<file path="src/rtl/key_wdt_pkg.sv">
package key_wdt_pkg;
  localparam int unsigned ADDR_W = 4;
  localparam int unsigned DATA_W = 32;
  localparam logic [ADDR_W-1:0] OFS_CNT  = 4'h0;
  localparam logic [ADDR_W-1:0] OFS_CTLA = 4'h4;
  localparam logic [ADDR_W-1:0] OFS_CTLB = 4'h8;
  localparam logic [15:0] KEY_CNT = 16'h5A5A;
  localparam logic [23:0] KEY_CTL = 24'hA5A5A5;

  // ratio minus one, so the prescaler compares directly
  function automatic logic [11:0] div_limit(input logic [2:0] sel);
    case (sel)
      3'd0: div_limit = 12'd0;
      3'd1: div_limit = 12'd3;
      3'd2: div_limit = 12'd15;
      3'd3: div_limit = 12'd31;
      3'd4: div_limit = 12'd63;
      3'd5: div_limit = 12'd127;
      3'd6: div_limit = 12'd1023;
      default: div_limit = 12'd4095;
    endcase
  endfunction
endpackage

</file>
<file path="src/rtl/key_wdt_regs.sv">
module key_wdt_regs
  import key_wdt_pkg::*;
#(
  parameter int unsigned CNT_W = 16
) (
  input  logic              clk_i,
  input  logic              rst_ni,
  input  logic              we_i,
  input  logic [ADDR_W-1:0] addr_i,
  input  logic [DATA_W-1:0] wdata_i,
  input  logic              ovf_set_i,
  input  logic              busy_i,
  input  logic [CNT_W-1:0]  cnt_i,
  output logic              en_o,
  output logic [2:0]        cks_o,
  output logic              ovf_o,
  output logic              cnt_wr_o,
  output logic [DATA_W-1:0] rdata_o
);
  logic       acc_a, acc_b;
  logic [7:0] ctlb_q;

  assign cnt_wr_o = we_i && addr_i == OFS_CNT  && wdata_i[31:16] == KEY_CNT;
  assign acc_a    = we_i && addr_i == OFS_CTLA && wdata_i[31:8]  == KEY_CTL;
  assign acc_b    = we_i && addr_i == OFS_CTLB && wdata_i[31:8]  == KEY_CTL;

  always_ff @(posedge clk_i or negedge rst_ni) begin
    if (!rst_ni) begin
      en_o   <= 1'b0;
      cks_o  <= '0;
      ovf_o  <= 1'b0;
      ctlb_q <= '0;
    end else begin
      if (acc_a) begin
        en_o  <= wdata_i[7];
        cks_o <= wdata_i[2:0];
      end
      if (acc_b) ctlb_q <= wdata_i[7:0];
      if (ovf_set_i) ovf_o <= 1'b1;
      else if (acc_a && !wdata_i[4]) ovf_o <= 1'b0;
    end
  end

  always_comb begin
    rdata_o = '0;
    case (addr_i)
      OFS_CNT:  rdata_o[CNT_W-1:0] = cnt_i;
      OFS_CTLA: rdata_o[7:0] = {en_o, 1'b0, busy_i, ovf_o, 1'b0, cks_o};
      OFS_CTLB: rdata_o[7:0] = ctlb_q;
      default:  rdata_o = '0;
    endcase
  end


  bad_key_ctl_chk: assert property (@(posedge clk_i) disable iff (!rst_ni)
    (we_i && addr_i == OFS_CTLA && wdata_i[31:8] != KEY_CTL)
      |=> ($stable(en_o) && $stable(cks_o)));

  ovf_clear_chk: assert property (@(posedge clk_i) disable iff (!rst_ni)
    $fell(ovf_o) |-> $past(we_i && addr_i == OFS_CTLA
                           && wdata_i[31:8] == KEY_CTL && !wdata_i[4]));

  ovf_sticky_chk: assert property (@(posedge clk_i) disable iff (!rst_ni)
    ovf_set_i |=> ovf_o);
endmodule

</file>
<file path="src/rtl/key_wdt_prescaler.sv">
module key_wdt_prescaler
  import key_wdt_pkg::*;
#(
  parameter int unsigned PSC_W = 12
) (
  input  logic       clk_i,
  input  logic       rst_ni,
  input  logic       en_i,
  input  logic [2:0] cks_i,
  output logic       tick_o
);
  logic [PSC_W-1:0] psc_q;
  logic [PSC_W-1:0] lim;

  assign lim    = PSC_W'(div_limit(cks_i));
  // >= so a ratio change mid-count cannot strand the prescaler
  assign tick_o = en_i && psc_q >= lim;

  always_ff @(posedge clk_i or negedge rst_ni) begin
    if (!rst_ni)     psc_q <= '0;
    else if (!en_i)  psc_q <= '0;
    else if (tick_o) psc_q <= '0;
    else             psc_q <= psc_q + 1'b1;
  end
endmodule

</file>
<file path="src/rtl/key_wdt_counter.sv">
module key_wdt_counter #(
  parameter int unsigned CNT_W       = 16,
  parameter int unsigned SYNC_CYCLES = 3
) (
  input  logic             clk_i,
  input  logic             rst_ni,
  input  logic             tick_i,
  input  logic             wr_i,
  input  logic [CNT_W-1:0] wdata_i,
  output logic [CNT_W-1:0] cnt_o,
  output logic             busy_o,
  output logic             ovf_evt_o
);
  localparam int unsigned BW = $clog2(SYNC_CYCLES + 1);

  logic [BW-1:0]    busy_q;
  logic [CNT_W-1:0] pend_q;
  logic             load;

  assign busy_o    = busy_q != '0;
  assign load      = busy_q == BW'(1);
  assign ovf_evt_o = tick_i && !load && (&cnt_o);

  always_ff @(posedge clk_i or negedge rst_ni) begin
    if (!rst_ni) begin
      busy_q <= '0;
      pend_q <= '0;
      cnt_o  <= '0;
    end else begin
      if (busy_o) busy_q <= busy_q - 1'b1;
      if (wr_i && !busy_o) begin
        pend_q <= wdata_i;
        busy_q <= BW'(SYNC_CYCLES);
      end
      if (load)        cnt_o <= pend_q;
      else if (tick_i) cnt_o <= cnt_o + 1'b1;
    end
  end


  busy_start_chk: assert property (@(posedge clk_i) disable iff (!rst_ni)
    $rose(busy_o) |-> $past(wr_i));

  busy_hold_chk: assert property (@(posedge clk_i) disable iff (!rst_ni)
    $rose(busy_o) |=> busy_o);

  wrap_zero_chk: assert property (@(posedge clk_i) disable iff (!rst_ni)
    ovf_evt_o |=> cnt_o == '0);
endmodule

</file>
<file path="src/rtl/key_wdt_rstgen.sv">
module key_wdt_rstgen #(
  parameter int unsigned RST_CYCLES = 16
) (
  input  logic clk_i,
  input  logic rst_ni,
  input  logic ovf_evt_i,
  output logic rst_o
);
  localparam int unsigned RW = $clog2(RST_CYCLES + 1);

  logic [RW-1:0] left_q;

  assign rst_o = left_q != '0;

  always_ff @(posedge clk_i or negedge rst_ni) begin
    if (!rst_ni)        left_q <= '0;
    else if (ovf_evt_i) left_q <= RW'(RST_CYCLES);
    else if (rst_o)     left_q <= left_q - 1'b1;
  end


  rst_start_chk: assert property (@(posedge clk_i) disable iff (!rst_ni)
    ovf_evt_i |=> rst_o);

  rst_cause_chk: assert property (@(posedge clk_i) disable iff (!rst_ni)
    $rose(rst_o) |-> $past(ovf_evt_i));
endmodule

</file>
<file path="src/rtl/key_wdt.sv">
module key_wdt
  import key_wdt_pkg::*;
#(
  parameter int unsigned CNT_W       = 16,
  parameter int unsigned PSC_W       = 12,
  parameter int unsigned SYNC_CYCLES = 3,
  parameter int unsigned RST_CYCLES  = 16
) (
  input  logic              clk_i,
  input  logic              rst_ni,
  input  logic              we_i,
  input  logic [ADDR_W-1:0] addr_i,
  input  logic [DATA_W-1:0] wdata_i,
  output logic [DATA_W-1:0] rdata_o,
  output logic              wdt_rst_o
);
  logic             en, ovf, cnt_wr, tick, busy, ovf_evt;
  logic [2:0]       cks;
  logic [CNT_W-1:0] cnt;

  key_wdt_regs #(.CNT_W(CNT_W)) u_regs (
    .clk_i, .rst_ni, .we_i, .addr_i, .wdata_i,
    .ovf_set_i(ovf_evt), .busy_i(busy), .cnt_i(cnt),
    .en_o(en), .cks_o(cks), .ovf_o(ovf), .cnt_wr_o(cnt_wr), .rdata_o
  );

  key_wdt_prescaler #(.PSC_W(PSC_W)) u_psc (
    .clk_i, .rst_ni, .en_i(en), .cks_i(cks), .tick_o(tick)
  );

  key_wdt_counter #(.CNT_W(CNT_W), .SYNC_CYCLES(SYNC_CYCLES)) u_cnt (
    .clk_i, .rst_ni, .tick_i(tick), .wr_i(cnt_wr),
    .wdata_i(wdata_i[CNT_W-1:0]),
    .cnt_o(cnt), .busy_o(busy), .ovf_evt_o(ovf_evt)
  );

  key_wdt_rstgen #(.RST_CYCLES(RST_CYCLES)) u_rst (
    .clk_i, .rst_ni, .ovf_evt_i(ovf_evt), .rst_o(wdt_rst_o)
  );


  hold_when_off_chk: assert property (@(posedge clk_i) disable iff (!rst_ni)
    (!en && !busy) |=> $stable(cnt));

  ovf_needs_en_chk: assert property (@(posedge clk_i) disable iff (!rst_ni)
    $rose(ovf) |-> $past(en));
endmodule

</file>
<file path="config.mk">
export PLATFORM = sky130hd
export DESIGN_NAME = key_wdt
export DESIGN_NICKNAME = d
export VERILOG_FILES = /design/src/rtl/key_wdt_pkg.sv /design/src/rtl/key_wdt_regs.sv /design/src/rtl/key_wdt_prescaler.sv /design/src/rtl/key_wdt_counter.sv /design/src/rtl/key_wdt_rstgen.sv /design/src/rtl/key_wdt.sv
export SDC_FILE = /design/constraint.sdc
export NUM_CORES = 1
export LEC_CHECK = 0
export BUFFER_PORTS_ARGS = -buffer_cell sky130_fd_sc_hd__clkbuf_2
export CAP_MARGIN = 20
export CORE_AREA = 2 2 94 96
export DETAILED_ROUTE_END_ITERATION = 12
export DIE_AREA = 0 0 96 98
export PLACE_DENSITY = 0.72
export SYNTH_ARGS = -nofsm -noshare
export SYNTH_HDL_FRONTEND = slang
export SYNTH_HIERARCHICAL = 1
export SYNTH_SLANG_ARGS = --single-unit
export TNS_END_PERCENT = 5
</file>
<file path="constraint.sdc">
create_clock -name clk_i -period 3.6 [get_ports clk_i]
set_input_delay 0.54 -clock clk_i [delete_from_list [all_inputs] [get_ports clk_i]]
set_output_delay 0.54 -clock clk_i [all_outputs]
set_load 0.005 [all_outputs]
</file>
==> metrics.md <==
| Metric | Value |
|---|---|
| Vias in the first global route | `slightly below 3,000` |
| Setup TNS | `0 ns` |
| Worst Setup Path Type | `reg2reg` |
| Antenna cells | `0` |
| Leading post-synthesis cells by cell area | `dfrtp_1, mux2_2, ha_1` |
| Flop-to-flop setup slack | `approximately 0.43 ns` |
| Slowest CP cell | `dfrtp_1` |
| P per Cell Area | `359.8 mW/mm^2` |
| Synth Warn # | `6` |
| Antenna violations before repair | `0` |
| Rows | `34` |
| Fill count | `around 760` |
| Setup crit start kind | `flop` |
| Share of the synthesized area in the top cell type | `approximately two fifths` |
| Syn Area/Cell | `~10 sq um` |
| Tmin final | `~3.2 ns` |
| Fin area | `around 0.0044 sq mm` |
| Ratio of cells with drive above 1 in the final layout | `29.72%` |
| Dpl cells | `between 500 and 600` |
| Core Util, Final | `between 50% and 60%` |
| CP required | `between 3 and 4 ns` |
| Area used by multi-input combinational logic | `a little over 0.002 sq mm` |
| Cells after Synth | `about 370` |
| Die X | `96 um` |
| Async SR Flop Fraction | `100.0%` |
| GP Congestion | `0.9268` |
| Reg-to-Reg End | `u_rst/left_q[2]` |
| Achievable Freq | `~320 MHz` |
| CP Capture Type | `flop` |
| Port Buffers | `55` |
| Synth area leader | `dfrtp_1` |
| R2R depth | `11` |
| Final Setup Violations | `0` |
| Starting DRT DRC Count | `168` |
| Post-CTS Hold Buffers | `0` |
| Worst skew pair latency | `0.34 ns` |
| Cell area after synthesis | `slightly below 0.004 sq mm` |
| Max stage delay on crit path | `between 0.4 and 0.5 ns` |
| Critical path cell sequence | `nand3_1 -> ha_1 -> nand4_1 -> nor3_1 -> a211oi_1 -> a21boi_0 -> and4_1 -> nand4_1 -> nor4_1 -> buf_4 -> a21oi_1` |
| Congestion Overflow GR | `0` |
| Die ar. | `roughly 0.0094 sq mm` |
| Clock-pin slew on the worst setup and hold paths | `roughly 0.07 ns` |
| P&R area growth vs syn | `13.19%` |
| CTS Buf Count | `9` |
| RSZ-0062 raised after global routing | `no` |
| Total I/O pin count | `72` |
| Sequential-to-total area share from yosys stat | `41.18%` |
| Max Cap Violations | `0` |
| Root Driver | `clkbuf_8` |
| First-pass GRT wire length | `between 10,000 and 15,000 um` |
| Clock buffer depth | `2` |
| FF-to-FF Start | `u_regs/cks_o[2]` |
| H-tree depth | `3` |
| Sequential cell area | `about 0.0016 sq mm` |
| Leak | `between 0.002 and 0.0025 uW` |
| Pre-Repair DR Iteration Count | `6` |
| Synth cell types | `57` |
| Total routed wirelength | `~8500 um` |
| Starting Density | `a little under half` |
| Actual slew at the worst max-slew pin | `roughly 0.89 ns` |
| Global-route usage over all layers | `19.54%` |
| Hpwl dp | `6459 um` |
| Vias per cell | `5.570` |
| Worst path arrival time | `3.39 ns` |
| Post-layout nets | `approximately 490` |
| Dominant synthesized flop cell | `dfrtp_1` |
| Setup crit end | `u_rst/left_q[2]` |
| Largest net degree at the start of global routing | `between 40 and 50` |
| Final worst-path cycle share | `between 80% and 90%` |
| DRC | `0` |
| Worst Clk Skew | `0.008866 ns` |
| CTS tree | `built` |
| Worst min path class | `in2async` |
| Cell Count, Final, Fillers Out | `between 500 and 600` |
| Peak VDD IR | `approximately 340 uV` |
| Setup Fix Bufs, Post-CTS | `0` |
| Via count | `3,019` |
| # clock sinks | `64` |
| Yosys reg bits | `64` |
| Post-DP Area | `about 0.0042 sq mm` |
| Crit-path max FO | `9` |
| Most used cell, CP | `nand4_1` |
| Die Y | `98 um` |
| Status | `finished clean` |
| Wirelength per Cell | `roughly 16 um` |
| Hold Fails Final Rpt | `0` |
| Post_cts resized | `0` |
| Antenna viol nets, final | `0` |
| Max-slew headroom | `40.39%` |
| Post-synth EDFFs | `0` |
| Worst Setup SP | `u_regs/cks_o[2]` |
| Core outline area | `~0.0085 sq mm` |
| Count of pins over their slew limit | `0` |
power by group:
group          switching [uW]  internal [uW]
combinational             128           64.2
sequential               15.9            738
clock                     267            370
final cells by class:
type / count / area share [%]
Clock buffer: 12 / 3.752
Clock inverter: 3 / 0.9096
Inverter: 19 / 1.620
Multi-Input combinational cell: 275 / 46.99
Sequential cell: 64 / 36.38
Tap cell: 108 / 3.070
Timing Repair Buffer: 61 / 7.277
worst max-delay path, delay by kind of cell (launching register included):
kind / cells / cell delay (ns)
compound gates: 3 / 0.45
fa+ha+maj: 1 / 0.35
buf+inv: 1 / 0.24
flops: 1 / 0.48
simple gates: 6 / 1.56
registers in the layout, summed over array words and instances (netlist names):
name	count
u_regs/ctlb_q	8
u_rst/left_q	5
u_regs/cks_o	3
u_regs/en_o	1
u_regs/ovf_o	1
u_cnt/pend_q	16
u_cnt/cnt_o	16
u_psc/psc_q	12
u_cnt/busy_q	2
routing by layer:
metal | global-route usage (%) | share of wire [%] | vias up
met1 | 25.87 | 43 | 1461
met5 | 0 | 0 | -
met2 | 30.93 | 49 | 103
met3 | 3.858 | 5.7 | 21
met4 | 8.352 | 2.5 | 0
li1 | - | - | 1434
logic make-up after synthesis:
family / synth area share [%]
AOI/OAI and AO/OA: 7.722
xor gates and xnor gates: 5.631
adders and majority gates: 5.470
buffers and inverters: 7.239
DFF: 41.18
muxes: 8.945
other: 0.09643
and+or+nand+nor: 23.71
stage by stage:
| stage | hold slack, ns | setup slack [ns] | total power [uW] |
|---|---|---|---|
| 2_1_floorplan | 0.2444 | 0.4871 | 886.3 |
| 3_3_place_gp | 0.4591 | 0.6127 | 949.2 |
| 3_5_place_dp | 0.4721 | 0.4812 | 957.3 |
| 4_1_cts | 0.1722 | 0.4583 | 1595 |
| 5_1_grt | 0.1868 | 0.1219 | 1661 |
| 6_report | 0.1658 | 0.4302 | 1584 |
cells in the final DEF (no fill, tap or decap), types with 4 or more instances in the layout:
cell	netlist	final
nand3_1	7	7
xnor2_1	16	16
nor2_1	12	12
dfrtp_1	64	64
clkbuf_8	0	12
xor2_1	9	9
nor4_1	10	9
o21ai_0	12	12
a222oi_1	6	6
and2_1	10	10
nand4_1	16	16
conb_1	1	16
nand2_1	31	31
a21oi_1	7	7
nand3b_1	4	4
inv_1	19	19
nor3_2	10	10
o21ai_1	5	5
buf_4	17	6
nor3_1	10	10
mux2_2	29	29
clkbuf_2	0	55
ha_1	17	17
worst min path at each step:
stage | from | end | cells past startpoint
detailed placement | u_cnt/pend_q[5] | u_cnt/cnt_o[5] | 2
global route | rst_ni | u_cnt/cnt_o[8] | 2
finish | rst_ni | u_cnt/cnt_o[9] | 2
CTS | rst_ni | u_cnt/cnt_o[9] | 2
floorplan | rst_ni | u_cnt/busy_q[0] | 0
global placement | u_cnt/pend_q[7] | u_cnt/cnt_o[7] | 2
cells in the mapped netlist (4+ instances only):
cell type / count
nor3_2: 10
o21ai_0: 12
nor3_1: 10
a21oi_1: 7
inv_1: 19
and2_1: 10
dfrtp_1: 64
nand3b_1: 4
mux2_2: 29
nand3_1: 7
nand2_1: 31
buf_4: 17
clkbuf_1: 5
xor2_1: 9
nor4_1: 10
o21ai_1: 5
nor2_1: 12
xnor2_1: 16
nand4_1: 16
ha_1: 17
a222oi_1: 6
No activity file was read; power rests on OpenSTA's default activity.
